[config.mk]
export PLATFORM = sky130hd
export DESIGN_NAME = serial_rx_brk
export DESIGN_NICKNAME = d
export VERILOG_FILES = /design/src/rtl/srx_pkg.sv /design/src/rtl/srx_sync.sv /design/src/rtl/srx_framer.sv /design/src/rtl/srx_idle_timer.sv /design/src/rtl/srx_events.sv /design/src/rtl/serial_rx_brk.sv
export SDC_FILE = /design/constraint.sdc
export NUM_CORES = 1
export LEC_CHECK = 0
export ABC_AREA = 1
export BUFFER_PORTS_ARGS = -buffer_cell sky130_fd_sc_hd__buf_2
export CAP_MARGIN = 15
export CORE_ASPECT_RATIO = 2
export CORE_MARGIN = 8
export CORE_UTILIZATION = 58
export CTS_CLUSTER_DIAMETER = 50
export CTS_CLUSTER_SIZE = 24
export DETAILED_ROUTE_END_ITERATION = 16
export PLACE_DENSITY_LB_ADDON = 0.3
export SETUP_SLACK_MARGIN = 0.4
export SYNTH_ARGS = -nofsm -noshare
export SYNTH_HDL_FRONTEND = slang
export SYNTH_SLANG_ARGS = --single-unit
[constraint.sdc]
create_clock -name clk -period 4.1 [get_ports clk]
set_input_delay 0.41 -clock clk [delete_from_list [all_inputs] [get_ports clk]]
set_output_delay 0.41 -clock clk [all_outputs]
set_load 0.05 [all_outputs]
[src/rtl/srx_pkg.sv]
package srx_pkg;

    localparam int DATA_W  = 8;
    localparam int N_EV    = 5;
    localparam int EV_PAR  = 0;
    localparam int EV_FRM  = 1;
    localparam int EV_BRK  = 2;
    localparam int EV_BEND = 3;
    localparam int EV_TMO  = 4;

    typedef enum logic [2:0] {
        ST_IDLE, ST_START, ST_DATA, ST_PAR, ST_STOP, ST_BRK
    } rx_state_e;

    typedef struct packed {
        logic [DATA_W-1:0] data;
        logic              perr;
        logic              ferr;
    } rx_char_t;

    function automatic logic par_on(input logic [1:0] mode);
        return (mode == 2'b01) || (mode == 2'b10);
    endfunction

    // whole frame length in bit cells: start + data + parity + stops
    function automatic logic [3:0] frame_cells(input logic [1:0] len_code,
                                               input logic [1:0] mode,
                                               input logic       two);
        return 4'd7 + {2'b00, len_code} + {3'b000, par_on(mode)} + {3'b000, two};
    endfunction

endpackage

[src/rtl/srx_sync.sv]
module srx_sync #(
    parameter int STAGES = 2
) (
    input  logic clk,
    input  logic rst,
    input  logic din,
    output logic dout,
    output logic fall,
    output logic edge_any
);
    logic [STAGES-1:0] chain;
    logic              prev;

    always_ff @(posedge clk) begin
        if (rst) begin
            chain <= '1;
            prev  <= 1'b1;
        end else begin
            chain <= {chain[STAGES-2:0], din};
            prev  <= chain[STAGES-1];
        end
    end

    assign dout     = chain[STAGES-1];
    assign fall     = prev & ~chain[STAGES-1];
    assign edge_any = prev ^ chain[STAGES-1];
endmodule

[src/rtl/srx_framer.sv]
module srx_framer
    import srx_pkg::*;
#(
    parameter int OS = 16
) (
    input  logic       clk,
    input  logic       rst,
    input  logic       tick,
    input  logic       rx_s,
    input  logic       rx_fall,
    input  logic [1:0] cfg_len,
    input  logic [1:0] cfg_par,
    input  logic       cfg_two_stop,
    output logic       char_vld,
    output rx_char_t   char_q,
    output logic       brk_set,
    output logic       brk_end,
    output logic       idle,
    output logic       in_brk
);
    localparam int CW = $clog2(OS);
    localparam logic [CW-1:0] HALF = CW'(OS/2 - 1);
    localparam logic [CW-1:0] FULL = CW'(OS - 1);

    rx_state_e         state;
    logic [CW-1:0]     cnt;
    logic [2:0]        bitn;
    logic [DATA_W-1:0] sh;
    logic              par_acc, zeros, ferr, perr, stopn;
    logic              mid, stop_z, stop_f, last_stop;
    logic [2:0]        last_bit;

    always_comb begin
        mid       = tick && (cnt == FULL);
        stop_z    = zeros & ~rx_s;
        stop_f    = ferr | ~rx_s;
        last_stop = (stopn == cfg_two_stop);
        last_bit  = 3'd4 + {1'b0, cfg_len};
    end

    always_ff @(posedge clk) begin
        if (rst) begin
            state    <= ST_IDLE;
            cnt      <= '0;
            bitn     <= '0;
            sh       <= '0;
            par_acc  <= 1'b0;
            zeros    <= 1'b0;
            ferr     <= 1'b0;
            perr     <= 1'b0;
            stopn    <= 1'b0;
            char_vld <= 1'b0;
            char_q   <= '0;
            brk_set  <= 1'b0;
            brk_end  <= 1'b0;
        end else begin
            char_vld <= 1'b0;
            brk_set  <= 1'b0;
            brk_end  <= 1'b0;
            unique case (state)
                ST_IDLE: if (rx_fall) begin
                    state <= ST_START;
                    cnt   <= '0;
                end
                ST_START: if (tick) begin
                    if (cnt == HALF) begin
                        cnt <= '0;
                        if (rx_s) state <= ST_IDLE;
                        else begin
                            state   <= ST_DATA;
                            bitn    <= '0;
                            zeros   <= 1'b1;
                            par_acc <= 1'b0;
                            ferr    <= 1'b0;
                            perr    <= 1'b0;
                            stopn   <= 1'b0;
                        end
                    end else cnt <= cnt + 1'b1;
                end
                ST_DATA: if (tick) begin
                    cnt <= cnt + 1'b1;
                    if (mid) begin
                        sh      <= {rx_s, sh[DATA_W-1:1]};
                        par_acc <= par_acc ^ rx_s;
                        zeros   <= zeros & ~rx_s;
                        if (bitn == last_bit)
                            state <= par_on(cfg_par) ? ST_PAR : ST_STOP;
                        else
                            bitn <= bitn + 1'b1;
                    end
                end
                ST_PAR: if (tick) begin
                    cnt <= cnt + 1'b1;
                    if (mid) begin
                        perr  <= par_acc ^ rx_s ^ (cfg_par == 2'b10);
                        zeros <= zeros & ~rx_s;
                        state <= ST_STOP;
                    end
                end
                ST_STOP: if (tick) begin
                    cnt <= cnt + 1'b1;
                    if (mid) begin
                        if (!last_stop) begin
                            zeros <= stop_z;
                            ferr  <= stop_f;
                            stopn <= 1'b1;
                        end else if (stop_z) begin
                            brk_set <= 1'b1;
                            state   <= ST_BRK;
                        end else begin
                            char_vld    <= 1'b1;
                            char_q.data <= sh >> (2'd3 - cfg_len);
                            char_q.perr <= perr;
                            char_q.ferr <= stop_f;
                            state       <= ST_IDLE;
                        end
                    end
                end
                ST_BRK: if (rx_s) begin
                    brk_end <= 1'b1;
                    state   <= ST_IDLE;
                end
                default: state <= ST_IDLE;
            endcase
        end
    end

    assign idle   = (state == ST_IDLE);
    assign in_brk = (state == ST_BRK);
endmodule

[src/rtl/srx_idle_timer.sv]
module srx_idle_timer #(
    parameter int OS    = 16,
    parameter int LIM_W = 8
) (
    input  logic             clk,
    input  logic             rst,
    input  logic             tick,
    input  logic             idle,
    input  logic             restart,
    input  logic [3:0]       cells,
    input  logic [LIM_W-1:0] limit,
    input  logic             en,
    output logic             tmo
);
    localparam int TW = $clog2(12 * OS) + 1;

    logic [TW-1:0]    tcnt, per_char;
    logic [LIM_W-1:0] ccnt;
    logic             armed;

    assign per_char = TW'(cells) * TW'(OS);

    always_ff @(posedge clk) begin
        tmo <= 1'b0;
        if (rst || restart || !idle) begin
            tcnt  <= '0;
            ccnt  <= '0;
            armed <= 1'b1;
        end else if (tick && armed && (limit != '0)) begin
            if (tcnt == per_char - 1'b1) begin
                tcnt <= '0;
                if (ccnt == limit - 1'b1) begin
                    armed <= 1'b0;
                    tmo   <= en;
                    ccnt  <= '0;
                end else ccnt <= ccnt + 1'b1;
            end else tcnt <= tcnt + 1'b1;
        end
    end
endmodule

[src/rtl/srx_events.sv]
module srx_events #(
    parameter int N = 5
) (
    input  logic         clk,
    input  logic         rst,
    input  logic [N-1:0] set,
    input  logic [N-1:0] clr,
    input  logic [N-1:0] mask,
    output logic [N-1:0] flags,
    output logic         irq
);
    always_ff @(posedge clk) begin
        if (rst) flags <= '0;
        else     flags <= (flags & ~clr) | set;
    end

    assign irq = |(flags & ~mask);
endmodule

[src/rtl/serial_rx_brk.sv]
module serial_rx_brk
    import srx_pkg::*;
#(
    parameter int OS_RATE = 16,
    parameter int LIM_W   = 8
) (
    input  logic              clk,
    input  logic              rst,
    input  logic              os_tick,
    input  logic              rxd,
    input  logic [1:0]        cfg_len,
    input  logic [1:0]        cfg_par,
    input  logic              cfg_two_stop,
    input  logic              cfg_to_en,
    input  logic [LIM_W-1:0]  cfg_to_chars,
    output logic              m_valid,
    output logic [DATA_W-1:0] m_data,
    input  logic              m_ready,
    input  logic [N_EV-1:0]   ev_clr,
    input  logic [N_EV-1:0]   ev_mask,
    output logic [N_EV-1:0]   ev_flags,
    output logic              irq
);
    logic      rx_s, rx_fall, rx_edge;
    logic      char_vld, brk_set, brk_end, idle, in_brk, tmo;
    rx_char_t  char_q;
    logic [N_EV-1:0] ev_set;

    srx_sync #(.STAGES(2)) u_sync (
        .clk(clk), .rst(rst), .din(rxd),
        .dout(rx_s), .fall(rx_fall), .edge_any(rx_edge)
    );

    srx_framer #(.OS(OS_RATE)) u_frm (
        .clk(clk), .rst(rst), .tick(os_tick), .rx_s(rx_s), .rx_fall(rx_fall),
        .cfg_len(cfg_len), .cfg_par(cfg_par), .cfg_two_stop(cfg_two_stop),
        .char_vld(char_vld), .char_q(char_q), .brk_set(brk_set),
        .brk_end(brk_end), .idle(idle), .in_brk(in_brk)
    );

    srx_idle_timer #(.OS(OS_RATE), .LIM_W(LIM_W)) u_tmr (
        .clk(clk), .rst(rst), .tick(os_tick), .idle(idle),
        .restart(rx_edge | char_vld),
        .cells(frame_cells(cfg_len, cfg_par, cfg_two_stop)),
        .limit(cfg_to_chars), .en(cfg_to_en), .tmo(tmo)
    );

    always_comb begin
        ev_set          = '0;
        ev_set[EV_PAR]  = char_vld & char_q.perr;
        ev_set[EV_FRM]  = char_vld & char_q.ferr;
        ev_set[EV_BRK]  = brk_set;
        ev_set[EV_BEND] = brk_end;
        ev_set[EV_TMO]  = tmo;
    end

    srx_events #(.N(N_EV)) u_ev (
        .clk(clk), .rst(rst), .set(ev_set), .clr(ev_clr), .mask(ev_mask),
        .flags(ev_flags), .irq(irq)
    );

    always_ff @(posedge clk) begin
        if (rst) begin
            m_valid <= 1'b0;
            m_data  <= '0;
        end else if (char_vld) begin
            m_valid <= 1'b1;
            m_data  <= char_q.data;
        end else if (m_ready) begin
            m_valid <= 1'b0;
        end
    end
endmodule

==> results_dict.tcl <==
set metrics [dict create \
    synth_cell_type_count 47 \
    ant_nets 0 \
    synth_seq_cells 72 \
    wl_per_cell_um 13.6 \
    syn_avg_cell_area_um2 6.89 \
    seqCellArea_mm2 0.00144 \
    grt_overflow 0 \
    initial_core_util 0.597 \
    root_buffer "clkbuf_16" \
    grt_max_degree 34 \
    yosys.area.top_type_share 0.368 \
    numPortBuffers 43 \
    nFillCells 558 \
    hold_path.class "in2reg" \
    r2r_slack_ns 2.02 \
    internal_power_w 0.00135 \
    cp.arrival_ns 3.09 \
    max_cap_viol_count 0 \
    slew_viol_final 0 \
    final_cell_mix "nand2_1, nor2_1, dfxtp_1, inv_1, buf_2" \
    drive_gt1_frac 0.156 \
    die_w_um 74.1 \
    viasPerCell 5.34 \
    cp-end-kind "flop" \
    nNetsFinal 650 \
    worstReg2RegEnd "u_frm.state[2]" \
    setup_violations 0 \
    yosysSeqAreaShare 0.368 \
    post_dp_cell_area_mm2 0.00418 \
    relSlewSlack 0.408 \
    hold_buffers 0 \
    tightest_slew_ns 0.886 \
    netlist_area_mm2 0.00392 \
    cts_buffers 9 \
    comb_power_share 0.209 \
    gp_congestion 0.975 \
    p_sw_frac 0.316 \
    drc 0 \
    clock_skew_ns 0.00497 \
    layout_commonest_cell "nand2_1" \
    cts_resized 0 \
    tritoncts "yes" \
    grt_pass1_wl_mm 16.0 \
    pin_count 44 \
    yosysWarnings 0 \
    leakagePower_nw 2.00 \
    fmax_mhz 350 \
    grt.total_usage 0.209 \
    synth_area_leader_cell "dfxtp_1" \
    die_y_um 132 \
    grt_antenna_before_repair 0 \
    cp_data_required_time_ns 4.33 \
    pwr-share-clk 0.406 \
    tns_ns 0 \
    clkLatencyLatePin_ns 0.34 \
    ff2ff_path_depth 10 \
    hold_start "rxd" \
    crit_type "in2reg" \
    drt_iter0_markers 240 \
    p_sw_w 0.000624 \
    postSynthCellCount 569 \
    dieArea_mm2 0.00981 \
    synth_edf_count 0 \
    r2r_start "u_frm.cnt[1]" \
    hpwl_mm 7.27 \
    syn2layout_area_growth_pct 14.3 \
    multi_input_area_mm2 0.00212 \
    vias 3751 \
    crit_end "u_tmr.ccnt[4]" \
    critPathLaunchType "primary input" \
    synthFlopType "dfxtp_1" \
    wirelength_mm 9.56 \
    layout_min_cycle_time_ns 2.86 \
    final_area_mm2 0.00448 \
    grt_pass1_vias 3771 \
    cts_max_path_buffers 2 \
    htreeDepth 3 \
    cpMostUsedCell "nand2_1" \
    crit_chain "buf_2 -> inv_1 -> ha_1 -> xor2_1 -> ha_1 -> inv_2 -> fa_1 -> ha_1 -> inv_1 -> nand2_1 -> nand2_1 -> nand2_1 -> nor2_1 -> nand2_1 -> inv_1 -> nand3_4 -> clkinv_2 -> nand3_2 -> nand2_4 -> nor2_1" \
    cts_sinks 72 \
    crit_slowest_cell "fa_1" \
    rsz0062_at_grt "false" \
    post-route-period-util 0.697 \
    post_cts.repair.setup_buffers 0 \
    synth-async-reset-ratio 0 \
    syn-num-nets 609 \
    status "complete, no violations" \
    slowest_delay_ns 0.42 \
    synth.area.top_cells "dfxtp_1, nand2_1, nor2_1" \
    ir_drop_v 0.000368 \
    hold_violations 0 \
    row_count 42 \
    cp_max_fo 9 \
    clk_pin_slew_worst_paths_ns 0.06 \
    n_antenna_cell 0 \
    p_seq_frac 0.384 \
    dr.pass1.iters 5 \
    core_mm2 0.00657 \
    critPathLaunch "cfg_par[0]" \
    power_density_mw_per_mm2 441 \
]
==> flip-flops by register name, indices dropped and copies added, names as in the netlist, 2 cells and up <==
name,count
u_sync.chain,2
u_frm.char_q,10
m_data,8
u_frm.cnt,4
u_tmr.tcnt,9
u_tmr.ccnt,8
u_frm.state,3
u_frm.sh,8
u_ev.flags,5
u_frm.bitn,3
==> kinds of logic after synthesis <==
kind of cell,count (synthesis),synth area share
buf+inv,89,0.0919
mux,1,0.00255
compound gates,97,0.137
fa+ha+maj,11,0.0370
xor+xnor,18,0.0402
simple gates,281,0.324
flops,72,0.368
==> layout make-up <==
type                    count  share of cell area
clock buffers               9              0.0502
clock inverters             7              0.0184
inverters                  76              0.0645
multi-input cells         408               0.473
flip-flops and latches     72               0.322
well taps                  88              0.0246
repair buffers             43              0.0480
==> cells in the mapped netlist, drive strengths merged (4+ instances only) <==
library cell / number
a21oi: 35
nand2: 123
nand3: 25
inv: 74
xnor2: 9
buf: 4
ha: 10
xor2: 9
nand4: 9
or2: 5
o21ai: 51
nor3: 17
clkbuf: 9
dfxtp: 72
nor3b: 4
nor2: 96
==> metrics by stage <==
| stage | hold slack, ns | total power (W) | utilization | instances | setup WS, ns |
|---|---|---|---|---|---|
| final | 0.253 | 0.00198 | 0.682 | 703 | 1.24 |
| after global routing | 0.239 | 0.00208 | 0.682 | 703 | 1.08 |
| after CTS | 0.245 | 0.00199 | 0.682 | 703 | 1.25 |
| after floorplan | 0.389 | 0.00109 | - | 569 | 1.06 |
| after global placement | 0.396 | 0.00117 | 0.636 | 687 | 1.02 |
| after detailed placement | 0.406 | 0.00118 | 0.636 | 687 | 0.962 |
==> worst max-delay path, delay by kind of cell <==
family,cells,cell delay (ns)
XOR/XNOR,1,0.17
adder cells (fa/ha/maj),4,1.22
buffers and inverters,6,0.48
AND/OR/NAND/NOR,9,0.80
==> power groups by stage <==
| stage | Combinational, W | Sequential [W] | Clock, W |
|---|---|---|---|
| final | 0.000414 | 0.000760 | 0.000803 |
| after global routing | 0.000474 | 0.000764 | 0.000846 |
| after CTS | 0.000413 | 0.000760 | 0.000812 |
| after detailed placement | 0.000409 | 0.000775 | 0 |
| after global placement | 0.000397 | 0.000773 | 0 |
| after floorplan | 0.000326 | 0.000768 | 0 |
==> layer usage <==
layer | part of all wire | vias up | GRT usage | wire length [um]
met4 | 0.042 | 0 | 0.131 | 400
met1 | 0.35 | 1725 | 0.180 | 3320
li1 | - | 1913 | - | -
met5 | 0 | - | 0 | 0
met2 | 0.57 | 83 | 0.394 | 5430
met3 | 0.042 | 30 | 0.0495 | 402
==> how the worst min path moves through the flow <==
stage | depth (start not counted) | to | slack (ns)
floorplan | 1 | u_sync.chain[1] | 0.39
detailed placement | 1 | u_sync.chain[1] | 0.41
finish | 2 | u_sync.chain[0] | 0.25
global route | 2 | u_sync.chain[0] | 0.24
global placement | 1 | u_sync.chain[1] | 0.40
CTS | 2 | u_sync.chain[0] | 0.25
(Power assumes the default switching activity.)
